$ cat src/rtl/kls_pkg.sv
package kls_pkg;
  typedef enum logic [2:0] {
    ST_RST    = 3'd0,
    ST_IDLE   = 3'd1,
    ST_DIRECT = 3'd2,
    ST_BUF    = 3'd3,
    ST_FUNC   = 3'd4
  } mode_e;

  localparam logic [3:0] SEL_DIRECT = 4'b0001;
  localparam logic [3:0] SEL_BUF    = 4'b0010;
  localparam logic [3:0] SEL_FUNC   = 4'b0100;
  localparam int         CHAR_W     = 8;
  localparam logic [CHAR_W-1:0] KEY_ENTER = 8'h0D;
endpackage

$ cat src/rtl/kls_char_fifo.sv
module kls_char_fifo #(
  parameter int DEPTH = 64,
  parameter int WIDTH = 8,
  localparam int AW = $clog2(DEPTH),
  localparam int CW = $clog2(DEPTH + 1)
) (
  input  logic             clk,
  input  logic             rst,
  input  logic             flush,
  input  logic             push,
  input  logic [WIDTH-1:0] wdata,
  input  logic             pop,
  output logic [WIDTH-1:0] rdata,
  output logic [CW-1:0]    fill,
  output logic             empty,
  output logic             full
);
  logic [WIDTH-1:0] mem [DEPTH];
  logic [AW-1:0]    wr_ptr, rd_ptr;

  // storage has no reset so it maps onto distributed RAM
  always_ff @(posedge clk) begin
    if (push) mem[wr_ptr] <= wdata;
  end

  always_ff @(posedge clk) begin
    if (rst || flush) begin
      wr_ptr <= '0;
      rd_ptr <= '0;
      fill   <= '0;
    end else begin
      if (push) wr_ptr <= wr_ptr + AW'(1);
      if (pop)  rd_ptr <= rd_ptr + AW'(1);
      fill <= fill + CW'(push) - CW'(pop);
    end
  end

  assign rdata = mem[rd_ptr];
  assign empty = (fill == '0);
  assign full  = (fill == CW'(DEPTH));
endmodule

$ cat src/rtl/kls_mode_fsm.sv
module kls_mode_fsm
  import kls_pkg::*;
(
  input  logic       clk,
  input  logic       rst,
  input  logic [3:0] dip_sel,
  input  logic       enter_hit,
  input  logic       queue_empty,
  input  logic       queue_push,
  output mode_e      state,
  output logic       released
);
  logic stay;

  always_comb begin
    unique case (state)
      ST_DIRECT: stay = (dip_sel == SEL_DIRECT);
      ST_BUF:    stay = (dip_sel == SEL_BUF);
      ST_FUNC:   stay = (dip_sel == SEL_FUNC);
      default:   stay = 1'b0;
    endcase
  end

  always_ff @(posedge clk) begin
    if (rst) begin
      state <= ST_RST;
    end else begin
      unique case (state)
        ST_RST:  state <= ST_IDLE;
        ST_IDLE: begin
          unique case (dip_sel)
            SEL_DIRECT: state <= ST_DIRECT;
            SEL_BUF:    state <= ST_BUF;
            SEL_FUNC:   state <= ST_FUNC;
            default:    state <= ST_IDLE;
          endcase
        end
        default: if (!stay) state <= ST_IDLE;
      endcase
    end
  end

  // release window for buffered mode: opens on Enter, closes once drained
  always_ff @(posedge clk) begin
    if (rst || state != ST_BUF || !stay) begin
      released <= 1'b0;
    end else if (enter_hit) begin
      released <= 1'b1;
    end else if (released && queue_empty && !queue_push) begin
      released <= 1'b0;
    end
  end
endmodule

$ cat src/rtl/kls_lcd_slot.sv
module kls_lcd_slot #(
  parameter int WIDTH = 8
) (
  input  logic             clk,
  input  logic             rst,
  input  logic             load,
  input  logic [WIDTH-1:0] load_char,
  input  logic             lcd_ready,
  output logic             lcd_req,
  output logic [WIDTH-1:0] lcd_char
);
  always_ff @(posedge clk) begin
    if (rst) begin
      lcd_req  <= 1'b0;
      lcd_char <= '0;
    end else if (load) begin
      lcd_req  <= 1'b1;
      lcd_char <= load_char;
    end else if (lcd_ready) begin
      lcd_req  <= 1'b0;
    end
  end
endmodule

$ cat src/rtl/kbd_lcd_sequencer.sv
module kbd_lcd_sequencer
  import kls_pkg::*;
#(
  parameter int DEPTH = 64,
  parameter int WIDTH = CHAR_W,
  localparam int CW = $clog2(DEPTH + 1)
) (
  input  logic             clk,
  input  logic             rst,
  input  logic [3:0]       dip_sel,
  input  logic             kb_valid,
  input  logic [WIDTH-1:0] kb_char,
  input  logic             lcd_ready,
  output logic             lcd_req,
  output logic [WIDTH-1:0] lcd_char,
  output logic             sc_avail,
  output logic [WIDTH-1:0] sc_char,
  input  logic             sc_take,
  input  logic             res_valid,
  input  logic [WIDTH-1:0] res_char,
  output logic             res_ready,
  output logic [2:0]       mode_status,
  output logic             overflow
);
  mode_e            state;
  logic             released;
  logic [CW-1:0]    fill;
  logic             empty, full;
  logic [WIDTH-1:0] head;
  logic             in_mode, is_enter, kb_store, push, drop;
  logic             drain_en, slot_free, pop_lcd, pop_sc, pop;
  logic             res_load, slot_load;
  logic [WIDTH-1:0] slot_char;

  assign in_mode   = (state == ST_DIRECT) || (state == ST_BUF) || (state == ST_FUNC);
  assign is_enter  = (kb_char == WIDTH'(KEY_ENTER));
  assign kb_store  = kb_valid && in_mode && !((state == ST_BUF) && is_enter);
  assign push      = kb_store && !full;
  assign drop      = kb_store && full;

  assign drain_en  = (state == ST_DIRECT) || ((state == ST_BUF) && released);
  assign slot_free = !lcd_req || lcd_ready;
  assign pop_lcd   = drain_en && !empty && slot_free;
  assign pop_sc    = (state == ST_FUNC) && sc_take && !empty;
  assign pop       = pop_lcd || pop_sc;

  assign res_ready = (state == ST_FUNC) && !lcd_req;
  assign res_load  = res_valid && res_ready;
  assign slot_load = pop_lcd || res_load;
  assign slot_char = pop_lcd ? head : res_char;

  kls_mode_fsm u_fsm (
    .clk         (clk),
    .rst         (rst),
    .dip_sel     (dip_sel),
    .enter_hit   (kb_valid && (state == ST_BUF) && is_enter),
    .queue_empty (empty),
    .queue_push  (push),
    .state       (state),
    .released    (released)
  );

  kls_char_fifo #(.DEPTH(DEPTH), .WIDTH(WIDTH)) u_fifo (
    .clk   (clk),
    .rst   (rst),
    .flush (!in_mode),
    .push  (push),
    .wdata (kb_char),
    .pop   (pop),
    .rdata (head),
    .fill  (fill),
    .empty (empty),
    .full  (full)
  );

  kls_lcd_slot #(.WIDTH(WIDTH)) u_slot (
    .clk       (clk),
    .rst       (rst),
    .load      (slot_load),
    .load_char (slot_char),
    .lcd_ready (lcd_ready),
    .lcd_req   (lcd_req),
    .lcd_char  (lcd_char)
  );

  always_ff @(posedge clk) begin
    if (rst)       overflow <= 1'b0;
    else if (drop) overflow <= 1'b1;
  end

  assign sc_avail    = (state == ST_FUNC) && !empty;
  assign sc_char     = head;
  assign mode_status = state;
endmodule

$ cat config.mk
export PLATFORM = sky130hd
export DESIGN_NAME = kbd_lcd_sequencer
export DESIGN_NICKNAME = d
export VERILOG_FILES = /design/src/rtl/kls_pkg.sv /design/src/rtl/kls_char_fifo.sv /design/src/rtl/kls_mode_fsm.sv /design/src/rtl/kls_lcd_slot.sv /design/src/rtl/kbd_lcd_sequencer.sv
export SDC_FILE = /design/constraint.sdc
export NUM_CORES = 1
export LEC_CHECK = 0
export BUFFER_PORTS_ARGS = -buffer_cell sky130_fd_sc_hd__buf_2
export CAP_MARGIN = 5
export CORE_ASPECT_RATIO = 0.9
export CORE_MARGIN = 1.5
export CORE_UTILIZATION = 56
export CTS_CLUSTER_DIAMETER = 50
export DETAILED_ROUTE_END_ITERATION = 10
export PLACE_DENSITY = 0.75
export SETUP_SLACK_MARGIN = 0.2
export SYNTH_ARGS = -nofsm -noshare
export SYNTH_HDL_FRONTEND = slang
export SYNTH_SLANG_ARGS = --single-unit
$ cat constraint.sdc
create_clock -name clk -period 3.4 [get_ports clk]
set_clock_uncertainty 0.15 [all_clocks]
set_input_delay 0.17 -clock clk [delete_from_list [all_inputs] [get_ports clk]]
set_output_delay 0.17 -clock clk [all_outputs]
set_load 0.02 [all_outputs]
==> results of run 1 <==
per-stage QoR:
stage / hold slack [ns] / worst slack, ns
3_5_place_dp: 0.3197 / 0.1295
5_1_grt: 0.01276 / 0.09307
6_report: 0.02990 / 0.1799
3_3_place_gp: 0.2967 / 0.1967
4_1_cts: 0.0007450 / 0.1853
2_1_floorplan: 0.1189 / 0.3319
power by group through the flow:
stage	registers [mW]	logic [mW]	clock network (mW)
floorplan	7.55	0.0202	0
global placement	7.55	0.156	0
detailed placement	7.55	0.164	0
CTS	7.40	0.180	6.08
global route	7.40	0.194	6.35
finish	7.40	0.182	6.03
flip-flops by register name, indices dropped and copies added (netlist names), named ones only:
| name | count |
|---|---|
| u_fifo.mem | 512 |
| u_slot.lcd_req | 1 |
| u_fsm.released | 1 |
| u_fifo.rd_ptr | 6 |
| u_slot.lcd_char | 8 |
| u_fifo.wr_ptr | 6 |
| overflow | 1 |
| u_fsm.state | 3 |
| u_fifo.fill | 7 |
worst max path at each step:
stage / endpoint / startpoint / cells past startpoint
floorplan: u_fifo.fill[6] / u_fsm.state[2] / 13
global placement: u_fifo.fill[6] / kb_char[5] / 12
detailed placement: u_fifo.fill[6] / kb_char[5] / 12
CTS: sc_char[4] / register / 9
global route: sc_char[6] / register / 9
finish: sc_char[7] / register / 9
area by class of cell:
class | count | area [µm²] | share of cell area
Sequential cell | 551 | 16170 | 0.6210
Tap cell | 525 | 656.9 | 0.02523
Timing Repair Buffer | 193 | 1679 | 0.06449
Inverter | 14 | 53.80 | 0.002066
Multi-Input combinational cell | 548 | 5677 | 0.2180
Clock buffer | 73 | 1473 | 0.05656
Clock inverter | 29 | 329.1 | 0.01264
cell usage in the layout (no fill, tap or decap), types with 24 or more instances in the layout:
cell           synthesis  routed
edfxtp_1             512     512
mux4_2               104     111
nor2_1               105     105
buf_4                  9     103
clkbuf_16              0      55
buf_2                 18      41
mux2i_1               40      39
dfxtp_1               39      33
nand2_1               33      31
dlygate4sd3_1          0      24
worst max-delay path, delay by kind of cell, from the launching register on:
kind	cells	cell delay (ns)
mux	1	0.49
buf+inv	3	0.48
compound gates	2	0.53
flops	1	0.45
simple gates	3	0.36
per-layer routing:
| layer | track usage | vias to the layer above | wire [µm] |
|---|---|---|---|
| met5 | 0 | - | 13 |
| met4 | 0.07720 | 2 | 1117 |
| met3 | 0.06769 | 85 | 5546 |
| met2 | 0.4318 | 674 | 26340 |
| met1 | 0.3733 | 6267 | 20990 |
| li1 | - | 5135 | - |
cells by family (layout without fill, tap and decap cells):
group                    Yosys count  in the layout  share of synthesized area
multiplexers                     174            174                     0.1470
adder cells (fa/ha/maj)           12             12                   0.007138
flip-flops                       551            551                     0.7315
buffers and inverters             76            309                    0.01988
AND/OR/NAND/NOR                  237            237                    0.05359
AO/OA/AOI/OAI                    109            109                    0.03461
XOR/XNOR                          16             16                   0.006345
what timing repair did:
item / 4_1_cts / 5_1_grt
hold endpoints to repair: 18 / 0
buffers inserted: 16 / 7
endpoints found under the setup margin: 9 / 11
hold buffers: 24 / 0
cloned: 3 / 1
resized for setup: 36 / 48
pin swaps: 7 / 18
==> reports/metrics.yaml, run 1 <==
outcome: "completed"
synth_common_cells: "512 x edfxtp_1, 105 x nor2_1, 104 x mux4_2"
die_height_um: 191.4
gp_congestion: 0.8559
totalPowerFinal_mw: 13.61
utilization: 0.6741
grt_pass1_vias: 12230
worstSetupEndpointType: "output pin"
drtPass1Iterations: 5
cpMostUsedCell: "buf_6"
synth_seq_cells: 551
setup_violations: 0
syn_area_mm2: 0.02209
hpwlAfterDp_um: 32220
cellPowerDensity_mw_per_mm2: 522.8
async_flop_share: 0
worstHoldPathCells: 4
clkTransAtPathRegs_ns: 0.06
gr-total-overflow: 0
slew_viol_final: 0
h-tree-depth: 2
internal_power_mw: 10.96
final-hold-violation-count: 0
ys_types: 62
reg2regPathDepth: 10
worstSkewPairLatency_ns: 0.58
final_area_mm2: 0.02604
p_comb_frac: 0.013
setup_tns_ns: 0
maxCapViolCount: 0
min_period_over_period: 0.9471
p_sw_frac: 0.1951
cp_data_required_time_ns: 3.08
vias_per_cell: 6.292
p_leak_nw: 8.320
peakVddDrop_v: 0.0005190
antenna_found_initial: 1
design.core.area_mm2: 0.03863
wl_per_cell_um: 27.94
nets: 1400
syn_inst: 1175
synthToLayoutAreaGrowth_pct: 17.90
cts_tree: "built"
fmax_mhz: 310.6
drcViolationCount: 0
ant_nets: 0
synth_edf_count: 512
ios: 49
grt_max_degree: 65
syn_nets: 1213
ys_seq_area_frac: 0.7315
placed_area_mm2: 0.02337
synth_most_common_cell: "edfxtp_1"
synth_area_leaders: "edfxtp_1 70%, mux4_2 11%, dfxtp_1 3.5%"
initial_core_util: 0.5718
tightest_slew_ns: 0.9833
yosys_most_used_dff: "edfxtp_1"
fin_crit_ns: 3.220
vias: 12160
cp_data_arrival_time_ns: 2.90
cpMaxStageDelayCell: "mux4_2"
min_to: "u_slot.lcd_char[7]"
drive_gt1_frac: 0.3125
cts.sinks: 551
regToRegEndpoint: "u_slot.lcd_char[1]"
p_sw_mw: 2.655
avgSynthCellArea_um2: 18.80
synth_top_cell_by_area: "edfxtp_1"
clock_power_share: 0.443
min_from: "res_char[7]"
n_fill_cell: 2472
max_slew_margin: 0.3420
start_kind: "register"
cp_max_fo: 7
dieArea_mm2: 0.04064
crit_type: "register to output pin"
diodes: 0
ctsLongestPathBuffers: 3
clockRootBuffer: "clkbuf_16"
grt_usage: 0.2703
hold_path_class: "primary input to register"
wl_um: 54010
rows: 68
numPlacedInstances: 1780
crit_chain: "buf_6 > buf_6 > mux4_2 > nor2b_1 > a211oi_2 > nor4_2 > o21ai_1 > nand2_2 > buf_4"
final_cell_count_no_fill: 1933
cp_slowest_stage_delay_ns: 0.49
port_buffers: 48
synth_top_area_frac: 0.6961
pwr-share-seq: 0.544
grt_pass1_wl_um: 78520
cts_buffers: 54
yosys_warnings: 0
drt_iter0_markers: 1709
r2r_slack_ns: 0.24
grt_setup_unrepaired: "true"
die_w_um: 212.3
Note: power is estimated with default switching activity, not from simulation.
==> inputs of run 2 (changes only) <==
PLACE_DENSITY = 0.84   (was 0.75)
==> run 2 against run 1 <==
  * Power fell by 0.80%
  * Sequential power about the same
  * Critical path depth shrank 2
  * Non-clock buffer count decreased by 37
  * First-iteration DRC count is 6.7% higher
  * Flip-flop and latch count did not move
  * Final cell count is 2.3% lower
  * Critical endpoint is now sc_char[2]
==> reports/metrics.yaml, run 2 (synthesized netlist as in run 1, its figures left out) <==
outcome: "completed"
min_to: "u_fifo.fill[0]"
gr-total-overflow: 0
drive_gt1_frac: 0.2810
r2r_slack_ns: 0.29
ctsLongestPathBuffers: 3
port_buffers: 48
layout_common_cells: "512 x edfxtp_1, 107 x mux4_2, 97 x nor2_1"
hold_path_class: "primary input to register"
layout.cells.most_common: "edfxtp_1"
h-tree-depth: 2
die_height_um: 191.4
clockRootBuffer: "clkbuf_16"
cellPowerDensity_mw_per_mm2: 527.9
max_slew_margin: 0.3062
fin_crit_ns: 3.264
grt_pass1_vias: 12520
largest_reg_flops: 512
die_w_um: 212.3
synthToLayoutAreaGrowth_pct: 15.82
start_kind: "register"
vias_per_cell: 6.645
slew_viol_final: 0
wl_per_cell_um: 29.76
routed-wl-met2_um: 26870
setup_tns_ns: 0
hpwlAfterDp_um: 32050
final-hold-violation-count: 0
reg2regPathDepth: 10
cts_tree: "built"
drcViolationCount: 0
min_from: "kb_char[6]"
cp_slowest_stage_delay_ns: 0.65
grt_max_degree: 65
design.core.area_mm2: 0.03863
cpMaxStageDelayCell: "mux4_1"
reg2reg_from: "u_fifo.fill[4]"
ant_nets: 0
ios: 49
p_leak_nw: 8.066
numPlacedInstances: 1741
maxCapViolCount: 0
top_layer: "met4"
fmax_mhz: 306.4
cpMostUsedCell: "buf_4"
nets: 1361
cts_buffers: 52
min_period_over_period: 0.9599
grt_pass1_wl_um: 81680
regMostFlops: "u_fifo.mem"
crit_type: "register to output pin"
reg_top3: "u_fifo.mem x512, u_slot.lcd_char x8, u_fifo.fill x7"
cts.sinks: 551
cp_max_fo: 8
path_delay_family: "multiplexers"
dr_wl_met3_um: 7066
dieArea_mm2: 0.04064
setup_violations: 0
final_cell_count_no_fill: 1888
crit_chain: "buf_12 > buf_4 > mux4_1 > mux4_2 > a21oi_1 > a21boi_2 > buf_4"
vias: 12550
fin_hold_ws_ns: 0.08924
wl_met1_um: 19930
tightest_slew_ns: 1.037
worstHoldPathCells: 5
diodes: 0
wl_um: 56180
rows: 68
grt_setup_unrepaired: "true"
regToRegEndpoint: "u_fifo.mem[1][7]"
path_buf_inv: 3
initial_core_util: 0.5718
cp_data_required_time_ns: 3.08
grt_usage: 0.2805
worstSkewPairLatency_ns: 0.57
cp_data_arrival_time_ns: 2.94
clkTransAtPathRegs_ns: 0.06
drtPass1Iterations: 6
antenna_found_initial: 0
drt_iter0_markers: 1823
gp_congestion: 0.9003
worstSetupEndpointType: "output pin"
peakVddDrop_v: 0.0004108
run 2: cell count changes in the layout (fill, tap and decap cells not counted), sizes merged:
cell	change
buf	-33
inv	-4
clkbuf	-3
bufbuf	-2
clkinvlp	-2
dlygate4sd3	-1
run 2: worst min-delay path, stage by stage:
cell and delay, ns:
buf_2 0.14, nor4_4 0.07, nor3_4 0.13, ha_1 0.15
and2_1 0.12
run 2: per-layer routing:
| metal | vias to the layer above | track usage |
|---|---|---|
| met2 | 986 | 0.4472 |
| met5 | - | 0 |
| met4 | 0 | 0.1009 |
| met1 | 6351 | 0.3820 |
| li1 | 5046 | - |
| met3 | 162 | 0.06703 |
run 2: power breakdown:
part / switching (mW) / total [mW] / internal, mW
logic: 0.139 / 0.181 / 0.0422
registers: 0.00338 / 7.40 / 7.40
clock network: 2.49 / 5.92 / 3.43
total: 2.63 / 13.5 / 10.9
run 2: through the flow:
stage	power, mW	utilization	instance area (µm²)	setup slack [ns]
final	13.50	0.6623	25580	0.1364
after global routing	13.76	0.6623	25580	0.1317
after CTS	13.47	0.6562	25350	0.07495
after detailed placement	7.706	0.5972	23070	0.1169
after global placement	7.696	0.5972	23070	0.1797
after floorplan	7.570	-	22100	0.3319
run 2: timing repair:
item / 4_1_cts / 5_1_grt
setup endpoints to repair: 73 / 75
hold endpoints to repair: 20 / 0
hold buffers: 23 / 0
pin swaps: 0 / 8
buffers inserted: 20 / 9
resized for setup: 28 / 38
cloned: 0 / 1
run 2: how the worst max path moves through the flow:
stage / end / slack [ns] / cells past startpoint
floorplan: u_fifo.fill[6] / 0.33 / 13
global placement: u_fifo.fill[6] / 0.18 / 13
detailed placement: u_fifo.fill[6] / 0.12 / 13
CTS: u_fifo.mem[55][3] / 0.07 / 6
global route: sc_char[2] / 0.13 / 7
finish: sc_char[2] / 0.14 / 7
run 2: final cells by class:
cell class                      count  area, µm²
Fill cell                        2338      13050
Timing Repair Buffer              156       1339
Clock inverter                     23      275.3
Tap cell                          525      656.9
Sequential cell                   551      16170
Inverter                           14      52.55
Clock buffer                       71       1444
Multi-Input combinational cell    548       5644
